$ cat config.mk
export PLATFORM = sky130hd
export DESIGN_NAME = pwm_reload_timer
export DESIGN_NICKNAME = d
export VERILOG_FILES = /design/src/rtl/pwm_timer_pkg.sv /design/src/rtl/pwm_shadow_regs.sv /design/src/rtl/pwm_count_core.sv /design/src/rtl/pwm_compare.sv /design/src/rtl/pwm_reload_timer.sv
export SDC_FILE = /design/constraint.sdc
export NUM_CORES = 1
export LEC_CHECK = 0
export ABC_AREA = 1
export BUFFER_PORTS_ARGS = -buffer_cell sky130_fd_sc_hd__buf_2
export CORE_AREA = 2 2 138 140
export DETAILED_ROUTE_END_ITERATION = 8
export DIE_AREA = 0 0 140 142
export GPL_TIMING_DRIVEN = 1
export PLACE_DENSITY = 0.68
export SLEW_MARGIN = 40
export SYNTH_ARGS = -nofsm -noshare
export SYNTH_HDL_FRONTEND = slang
export SYNTH_SLANG_ARGS = --single-unit
$ cat constraint.sdc
create_clock -name clk_i -period 1.7 [get_ports clk_i]
set_input_delay 0.34 -clock clk_i [delete_from_list [all_inputs] [get_ports clk_i]]
set_output_delay 0.34 -clock clk_i [all_outputs]
set_load 0.01 [all_outputs]
$ cat src/rtl/pwm_timer_pkg.sv
package pwm_timer_pkg;
  typedef enum logic [1:0] {
    SEL_CTRL  = 2'd0,
    SEL_COUNT = 2'd1,
    SEL_LOAD  = 2'd2,
    SEL_MATCH = 2'd3
  } reg_sel_e;
endpackage

$ cat src/rtl/pwm_shadow_regs.sv
module pwm_shadow_regs
  import pwm_timer_pkg::*;
#(
  parameter int CNT_W = 32
) (
  input  logic             clk_i,
  input  logic             rst_ni,
  input  logic             wr_en_i,
  input  logic [1:0]       wr_sel_i,
  input  logic [CNT_W-1:0] wr_data_i,
  output logic             run_o,
  output logic             cnt_wr_o,
  output logic [CNT_W-1:0] sh_load_o,
  output logic [CNT_W-1:0] sh_match_o
);
  logic run_q;
  logic ctrl_wr, load_wr, match_wr;

  assign ctrl_wr  = wr_en_i && (wr_sel_i == SEL_CTRL);
  assign cnt_wr_o = wr_en_i && (wr_sel_i == SEL_COUNT);
  assign load_wr  = wr_en_i && (wr_sel_i == SEL_LOAD);
  assign match_wr = wr_en_i && (wr_sel_i == SEL_MATCH);

  always_ff @(posedge clk_i or negedge rst_ni) begin
    if (!rst_ni) begin
      run_q      <= 1'b0;
      sh_load_o  <= '0;
      sh_match_o <= '0;
    end else begin
      // control locked once running
      if (ctrl_wr && !run_q) run_q <= wr_data_i[0];
      if (load_wr)  sh_load_o  <= wr_data_i;
      if (match_wr) sh_match_o <= wr_data_i;
    end
  end

  assign run_o = run_q;


  ctrl_locked_chk: assert property (@(posedge clk_i) disable iff (!rst_ni)
    (run_q && ctrl_wr) |=> run_q);
endmodule

$ cat src/rtl/pwm_count_core.sv
module pwm_count_core #(
  parameter int CNT_W = 32
) (
  input  logic             clk_i,
  input  logic             rst_ni,
  input  logic             run_i,
  input  logic             cnt_wr_i,
  input  logic [CNT_W-1:0] wr_data_i,
  input  logic [CNT_W-1:0] sh_load_i,
  input  logic [CNT_W-1:0] sh_match_i,
  output logic [CNT_W-1:0] count_o,
  output logic [CNT_W-1:0] act_load_o,
  output logic [CNT_W-1:0] act_match_o
);
  localparam logic [CNT_W-1:0] CNT_MAX = {CNT_W{1'b1}};

  logic wrap;
  assign wrap = run_i && (count_o == CNT_MAX) && !cnt_wr_i;

  always_ff @(posedge clk_i or negedge rst_ni) begin
    if (!rst_ni) begin
      count_o <= '0;
    end else if (cnt_wr_i) begin
      count_o <= wr_data_i;
    end else if (wrap) begin
      count_o <= sh_load_i;   // new period starts on committed reload
    end else if (run_i) begin
      count_o <= count_o + 1'b1;
    end
  end

  always_ff @(posedge clk_i or negedge rst_ni) begin
    if (!rst_ni) begin
      act_load_o  <= '0;
      act_match_o <= '0;
    end else if (!run_i || wrap) begin
      act_load_o  <= sh_load_i;
      act_match_o <= sh_match_i;
    end
  end


  hold_stopped_chk: assert property (@(posedge clk_i) disable iff (!rst_ni)
    (!run_i && !cnt_wr_i) |=> $stable(count_o));

  wrap_reload_chk: assert property (@(posedge clk_i) disable iff (!rst_ni)
    wrap |=> (count_o == act_load_o));

  commit_pair_chk: assert property (@(posedge clk_i) disable iff (!rst_ni)
    wrap |=> (act_load_o == $past(sh_load_i) && act_match_o == $past(sh_match_i)));

  mid_period_stable_chk: assert property (@(posedge clk_i) disable iff (!rst_ni)
    (run_i && !wrap) |=> ($stable(act_load_o) && $stable(act_match_o)));

  count_write_chk: assert property (@(posedge clk_i) disable iff (!rst_ni)
    cnt_wr_i |=> (count_o == $past(wr_data_i)));
endmodule

$ cat src/rtl/pwm_compare.sv
module pwm_compare #(
  parameter int CNT_W = 32
) (
  input  logic             clk_i,
  input  logic             rst_ni,
  input  logic             run_i,
  input  logic [CNT_W-1:0] count_i,
  input  logic [CNT_W-1:0] act_load_i,
  input  logic [CNT_W-1:0] act_match_i,
  output logic             pwm_o
);
  localparam logic [CNT_W-1:0] CNT_MAX = {CNT_W{1'b1}};

  assign pwm_o = run_i && (count_i >= act_load_i) && (count_i <= act_match_i);


  high_at_reload_chk: assert property (@(posedge clk_i) disable iff (!rst_ni)
    (run_i && count_i == act_load_i && act_match_i >= act_load_i) |-> pwm_o);

  low_at_max_chk: assert property (@(posedge clk_i) disable iff (!rst_ni)
    (count_i == CNT_MAX && act_match_i != CNT_MAX) |-> !pwm_o);
endmodule

$ cat src/rtl/pwm_reload_timer.sv
module pwm_reload_timer #(
  parameter int CNT_W = 32
) (
  input  logic             clk_i,
  input  logic             rst_ni,
  input  logic             wr_en_i,
  input  logic [1:0]       wr_sel_i,
  input  logic [CNT_W-1:0] wr_data_i,
  output logic             pwm_o
);
  logic             run, cnt_wr;
  logic [CNT_W-1:0] sh_load, sh_match, count, act_load, act_match;

  pwm_shadow_regs #(.CNT_W(CNT_W)) u_regs (
    .clk_i, .rst_ni, .wr_en_i, .wr_sel_i, .wr_data_i,
    .run_o(run), .cnt_wr_o(cnt_wr), .sh_load_o(sh_load), .sh_match_o(sh_match)
  );

  pwm_count_core #(.CNT_W(CNT_W)) u_core (
    .clk_i, .rst_ni, .run_i(run), .cnt_wr_i(cnt_wr), .wr_data_i,
    .sh_load_i(sh_load), .sh_match_i(sh_match),
    .count_o(count), .act_load_o(act_load), .act_match_o(act_match)
  );

  pwm_compare #(.CNT_W(CNT_W)) u_cmp (
    .clk_i, .rst_ni, .run_i(run), .count_i(count),
    .act_load_i(act_load), .act_match_i(act_match), .pwm_o
  );


  stopped_low_chk: assert property (@(posedge clk_i) disable iff (!rst_ni)
    !run |-> !pwm_o);
endmodule

Word-level counts from Yosys, hierarchy flattened
Cells that the tools add are included.

Register bits: 161. Input bits: 37. Logic and storage cells: 30.

Add/subtract/negate cells: 1. $lt $le $gt $ge: 2. Equality and inequality tests: 4. Muxes and demuxes: 3. Reduce and logical (&&, ||, !) cells: 14.

Operators with widths (count): $mux W32 (3); $add A32 B1 Y32 const B (1); $eq A32 B32 Y1 const B (1); $ge A32 B32 Y1 (1); $le A32 B32 Y1 (1); $logic_and A1 B1 Y1 (9); $eq A2 B2 Y1 const B (2); $reduce_bool A3 Y1 (1); $eq A2 B1 Y1 const B (1); $logic_not A1 Y1 (2); $logic_not A2 Y1 (1); $logic_or A1 B1 Y1 (1).

Depth between registers and ports, before layout
Word-level depth: 6. Mapped depth: 14. Mapped depth without buffers: 14.

Hierarchy
Synthesis repeated with hierarchy kept, for this count alone.

Cell total of the unflattened synthesis: 1277. Area, all modules: 9604.2 µm².

By module, submodules not included: pwm_count_core (instances 1, cells each 703, area an instance 5215.0 µm², seq. area each 2402.3 µm²); pwm_shadow_regs (instances 1, cells each 293, area an instance 2671.3 µm², seq. area each 1626.6 µm²); pwm_compare (instances 1, cells each 281, area an instance 1717.9 µm², seq. area each 0.0 µm²).

Worst setup path after synthesis
Ideal clock, no wire load.

Kind: register to register. Start point: reg u_core.count_o[1]. End point: reg u_core.count_o[11]. Library setup time: 118 ps. Data arrival time: 1755 ps. Data required time: 1582 ps. Path slack: -173 ps. Stages on the path, launching flop included: 11. Cells stage by stage: dfrtp_1 -> ha_1 -> nand3_2 -> nor2_4 -> nand2_2 -> nor2_4 -> nand3_4 -> buf_2 -> or2_0 -> nand3_1 -> nand2_1.

Word-level cells in the longest chain between the ends: 5. Elaborated cells on any way between the ends: 8. Those cells by class: 1 x add/sub; 1 x eq/ne; 3 x mux; 3 x reduce/logical.

RTL lines: from (decl) (RTL line pwm_count_core.sv:11) `output logic [CNT_W-1:0] count_o,`; from (signal assigned) (RTL line pwm_count_core.sv:24) `count_o <= wr_data_i;`; from (signal assigned) (RTL line pwm_count_core.sv:26) `count_o <= sh_load_i;`; from (signal assigned) (RTL line pwm_count_core.sv:28) `count_o <= count_o + 1'b1;`; branches (longest 5 deep; another with $add A32 B1 Y32).

Parallel ways; which one is timed is not known. The select of a mux whose other input is x is not followed. A chain may end at the register's enable or synchronous reset.

Final worst setup path
Start point: reg u_core.count_o[23]. End point: out pwm_o.

Word-level cells in the longest chain between the ends: 3. Elaborated cells on any way between the ends: 4. Those cells by class: 2 x order compare; 2 x reduce/logical.

RTL lines: $ge A32 B32 Y1 (RTL line pwm_compare.sv:14) `assign pwm_o = run_i && (count_i >= act_load_i) && (count_i <= act_match_i);`; $logic_and A1 B1 Y1 (RTL line pwm_compare.sv:14); $logic_and A1 B1 Y1 * (RTL line pwm_compare.sv:14); to (decl) (RTL line pwm_reload_timer.sv:9) `output logic pwm_o`.

Mark *: on every way between the ends. The rest lies on a longest branch, timed or not.

==> out/qor.log <==
[timing] setup TNS after final layout -22840 ps
[grt] met2 Resource Use GR 44.8%
[synth] leading cell type by number of instances after synthesis sky130_fd_sc_hd__nand2_1
[synth] post-synthesis sequential area ratio 44.7%
[final_layout] final std cell area, no fill 0.0124 mm^2
[cts] clock latency on the worst-skew pair 430 ps
[grt] global-route wire length before repair 41.6 mm
[detailed_routing] DRC viols 0
[grt] gr usage total 26.6%
[place] Placed Instance Area 0.0107 mm^2
[grt] routing layer with the top usage in global route met2
[timing] final count of negative-setup-slack endpoints 97
[place] pre-CTS worst setup slack -555 ps
[detailed_routing] vias 8580
[timing] unrepaired setup endpoints after global routing true
[detailed_routing] count of TritonRoute iterations in the first routing pass 7
[critical_path] Critical Path AT 2280 ps
[synth] synthesized area per cell 7.81 um^2
[run] number of violations of the max-capacitance limit 0
[cts] number of buffers inserted during clock tree synthesis 17
[grt] met3 usage in global routing 4.07%
[place] Routability Congestion 0.934
[synth] synthesis-stage register bit count 161
[detailed_routing] Vias/cell 5.32
[synth] synthesized net count 1256
[critical_path] startpoint type of the worst setup path flip-flop
[final_layout] final core area utilization 67.0%
[critical_path] Critical Path Sink Type output pin
[cts] cell chosen for the clock root sky130_fd_sc_hd__clkbuf_16
[grt] pin count of the biggest net entering global routing 65
[synth] cell accounting for the most synthesized area sky130_fd_sc_hd__dfrtp_1
[synth] xor/xnor cell area share of the yosys netlist 1.17%
[die] Core Footprint 0.0185 mm^2
[synth] summed instance area of the synthesized netlist 0.00901 mm^2
[cts] Max Buffers Root-to-Sink 2
[cts] number of H-tree branching levels 4
[critical_path] largest driver fanout on the critical path 3
[timing] final hold slack 160 ps
[final_layout] layout overhead on the synthesized area 37.2%
[synth] top cell type's share of synthesized area 44.7%
[timing] peak clock frequency supported by timing 382 MHz
[synth] Adder-Cell Fraction of Synth Area 9.03%
[synth] largest family of logic cells by synthesized area simple AND/OR/NAND/NOR gates
[die] # IOs 38
[timing] transition at the pin with the smallest max-transition slack 398 ps
[power] total power divided by cell area 962 mW/mm^2
[final_layout] net count of the finished layout 1469
[timing] final worst slack -916 ps
[power] Leak Pwr 0.00606 uW
[synth] Syn Inst Count 1154
[grt] vias in the first global route 8291
[synth] Commonest cells post-synth sky130_fd_sc_hd__nand2_1, sky130_fd_sc_hd__inv_1, sky130_fd_sc_hd__dfrtp_1
[final_layout] area of the multi-input gates 0.00478 mm^2
[critical_path] worst path required time 1360 ps
[synth] post-synthesis cell type count 35
[synth] top cells by area, synth sky130_fd_sc_hd__dfrtp_1, sky130_fd_sc_hd__nand2_1, sky130_fd_sc_hd__ha_1
[synth] synth warn 0
[die] die outline height 142 um
[place] hpwl dp 17.0 mm
[final_layout] storage element area 0.00403 mm^2
[die] number of placement rows 50
[outcome] failing checks negative setup slack
[timing] Max-Slew Margin vs Limit 73.4%
[detailed_routing] Post-DRT Antenna Nets 0
[detailed_routing] Avg WL per Cell 16.2 um
[place] number of buffer cells added on primary ports 37
[synth] multiplexer fraction of the synthesized cell area 0%
[die] initial standard-cell utilization of the core 48.8%
[timing] shortest clock period the worst path allows after layout 2620 ps
[synth] compound-gate portion of the synthesized area 13.0%
[outcome] result of the run finished, violations left
[detailed_routing] final routed wirelength across all metal layers 26.1 mm
[die] floorplan die width 140 um
[grt] antenna violations before repair 0
[synth] share of synthesized registers carrying an async set or reset 100%
[final_layout] diode count 0
[synth] simple-gate share of the synthesized area 22.7%
[timing] worst-case clock skew 9.73 ps
[worst_hold_path] worst hold-check path type input pin to flip-flop
[synth] most instantiated flip-flop cell in the synthesis netlist sky130_fd_sc_hd__dfrtp_1
[final_layout] share of layout cells above drive strength 1 28.3%
[die] Total Die Area 0.0199 mm^2
[timing] number of hold-slack violations in the final timing report 0
[cts] Reg clk slew, reported paths 60 ps
[grt] total congestion overflow 0
[timing] final worst path period share 154%
[detailed_routing] initial drt markers 696
[timing] max-slew violation total from the final report 0
[power] Max VDD drop 0.000714 V
[cts] CTS tree yes
[final_layout] filler cell count in the final layout 1429
[cts] total clock sinks 161
[synth] number of enable flip-flop cells after synthesis 0
[grt] Global Route met1 Usage 35.5%
[critical_path] type of the worst setup path flip-flop to output pin
-- path summary, 6_finish.rpt --
kind                            slack [ps]               endpoint  depth (start not counted)                 start
worst max-delay path                  -920                  pwm_o                         10    u_core.count_o[23]
worst max register to register        -350     u_core.count_o[27]                         11    u_core.count_o[11]
max in group asynchronous              710      u_core.count_o[3]                          3                rst_ni
min in group asynchronous              390   u_regs.sh_match_o[8]                          2                rst_ni
worst min-delay path                   160     u_core.count_o[22]                          3         wr_data_i[22]
worst min register to register         480  u_core.act_match_o[4]                          2  u_regs.sh_match_o[4]
-- what timing repair did --
item	4_1_cts	5_1_grt
endpoints found under the setup margin	97	97
cloned	9	0
hold endpoints to repair	32	0
gates resized for setup	80	100
hold buffers	1	0
buffers inserted	11	12
pin swaps	19	53
-- kinds of logic (layout without fill, tap and decap cells) --
group / count (synthesis) / in the layout
DFF: 161 / 161
buffers and inverters: 212 / 438
and+or+nand+nor: 485 / 485
adders and majority gates: 65 / 65
AOI/OAI and AO/OA: 219 / 219
xor gates and xnor gates: 12 / 12
-- metal layers --
metal,up-vias,share of wire (%)
li1,4163,-
met1,4068,43
met2,292,49
met3,57,5.6
met4,0,2.6
met5,-,0
-- flip-flops by register name, indices dropped and copies added, names as in the netlist --
signal / cells
u_regs.run_o: 1
u_regs.sh_load_o: 32
u_core.act_load_o: 32
u_core.act_match_o: 32
u_regs.sh_match_o: 32
u_core.count_o: 32
-- power breakdown --
group | total, uW | internal [uW] | switching, uW
logic | 3520 | 1620 | 1900
registers | 4630 | 4250 | 379
clock network | 3740 | 2100 | 1640
-- metrics by stage --
step	power, uW	instances
finish	11900	1614
global route	12500	1614
CTS	11400	1605
detailed placement	7440	1552
global placement	7350	1552
floorplan	6200	1154
-- critical path: stages (launching register included) --
cell	delay, ps
sky130_fd_sc_hd__dfrtp_2	450
sky130_fd_sc_hd__ha_4	280
sky130_fd_sc_hd__nand2_1	80
sky130_fd_sc_hd__nor2_2	120
sky130_fd_sc_hd__nand4_1	220
sky130_fd_sc_hd__nor2_2	230
sky130_fd_sc_hd__nand2_2	80
sky130_fd_sc_hd__nand2_2	70
sky130_fd_sc_hd__nand2_2	60
sky130_fd_sc_hd__nor2_4	120
sky130_fd_sc_hd__buf_6	120
-- layout make-up --
class	instances	share of cell area (%)
multi-input combinational	781	38.6
inverter	174	5.30
sequential	161	32.6
clock inverter	11	0.860
tap	234	2.37
timing repair buffer	232	16.5
clock buffer	21	3.72
-- cell usage in the layout, fill, tap and decap left out, drive strengths merged --
cell         count
buf            229
a21oi           31
o211ai           2
and3b            1
o21ai          146
o21a             4
nor3            20
nand3           71
nor2            67
clkinv           7
bufinv           1
xnor2            1
dfrtp          161
o22ai           22
xor2            11
bufbuf           2
a21o             1
clkbuf          21
and2             1
dlygate4sd3      1
ha              65
clkinvlp         3
o21bai          12
inv            174
or2              5
o31ai            1
nand2          308
nand4           12
No activity file was read; power rests on OpenSTA's default activity.
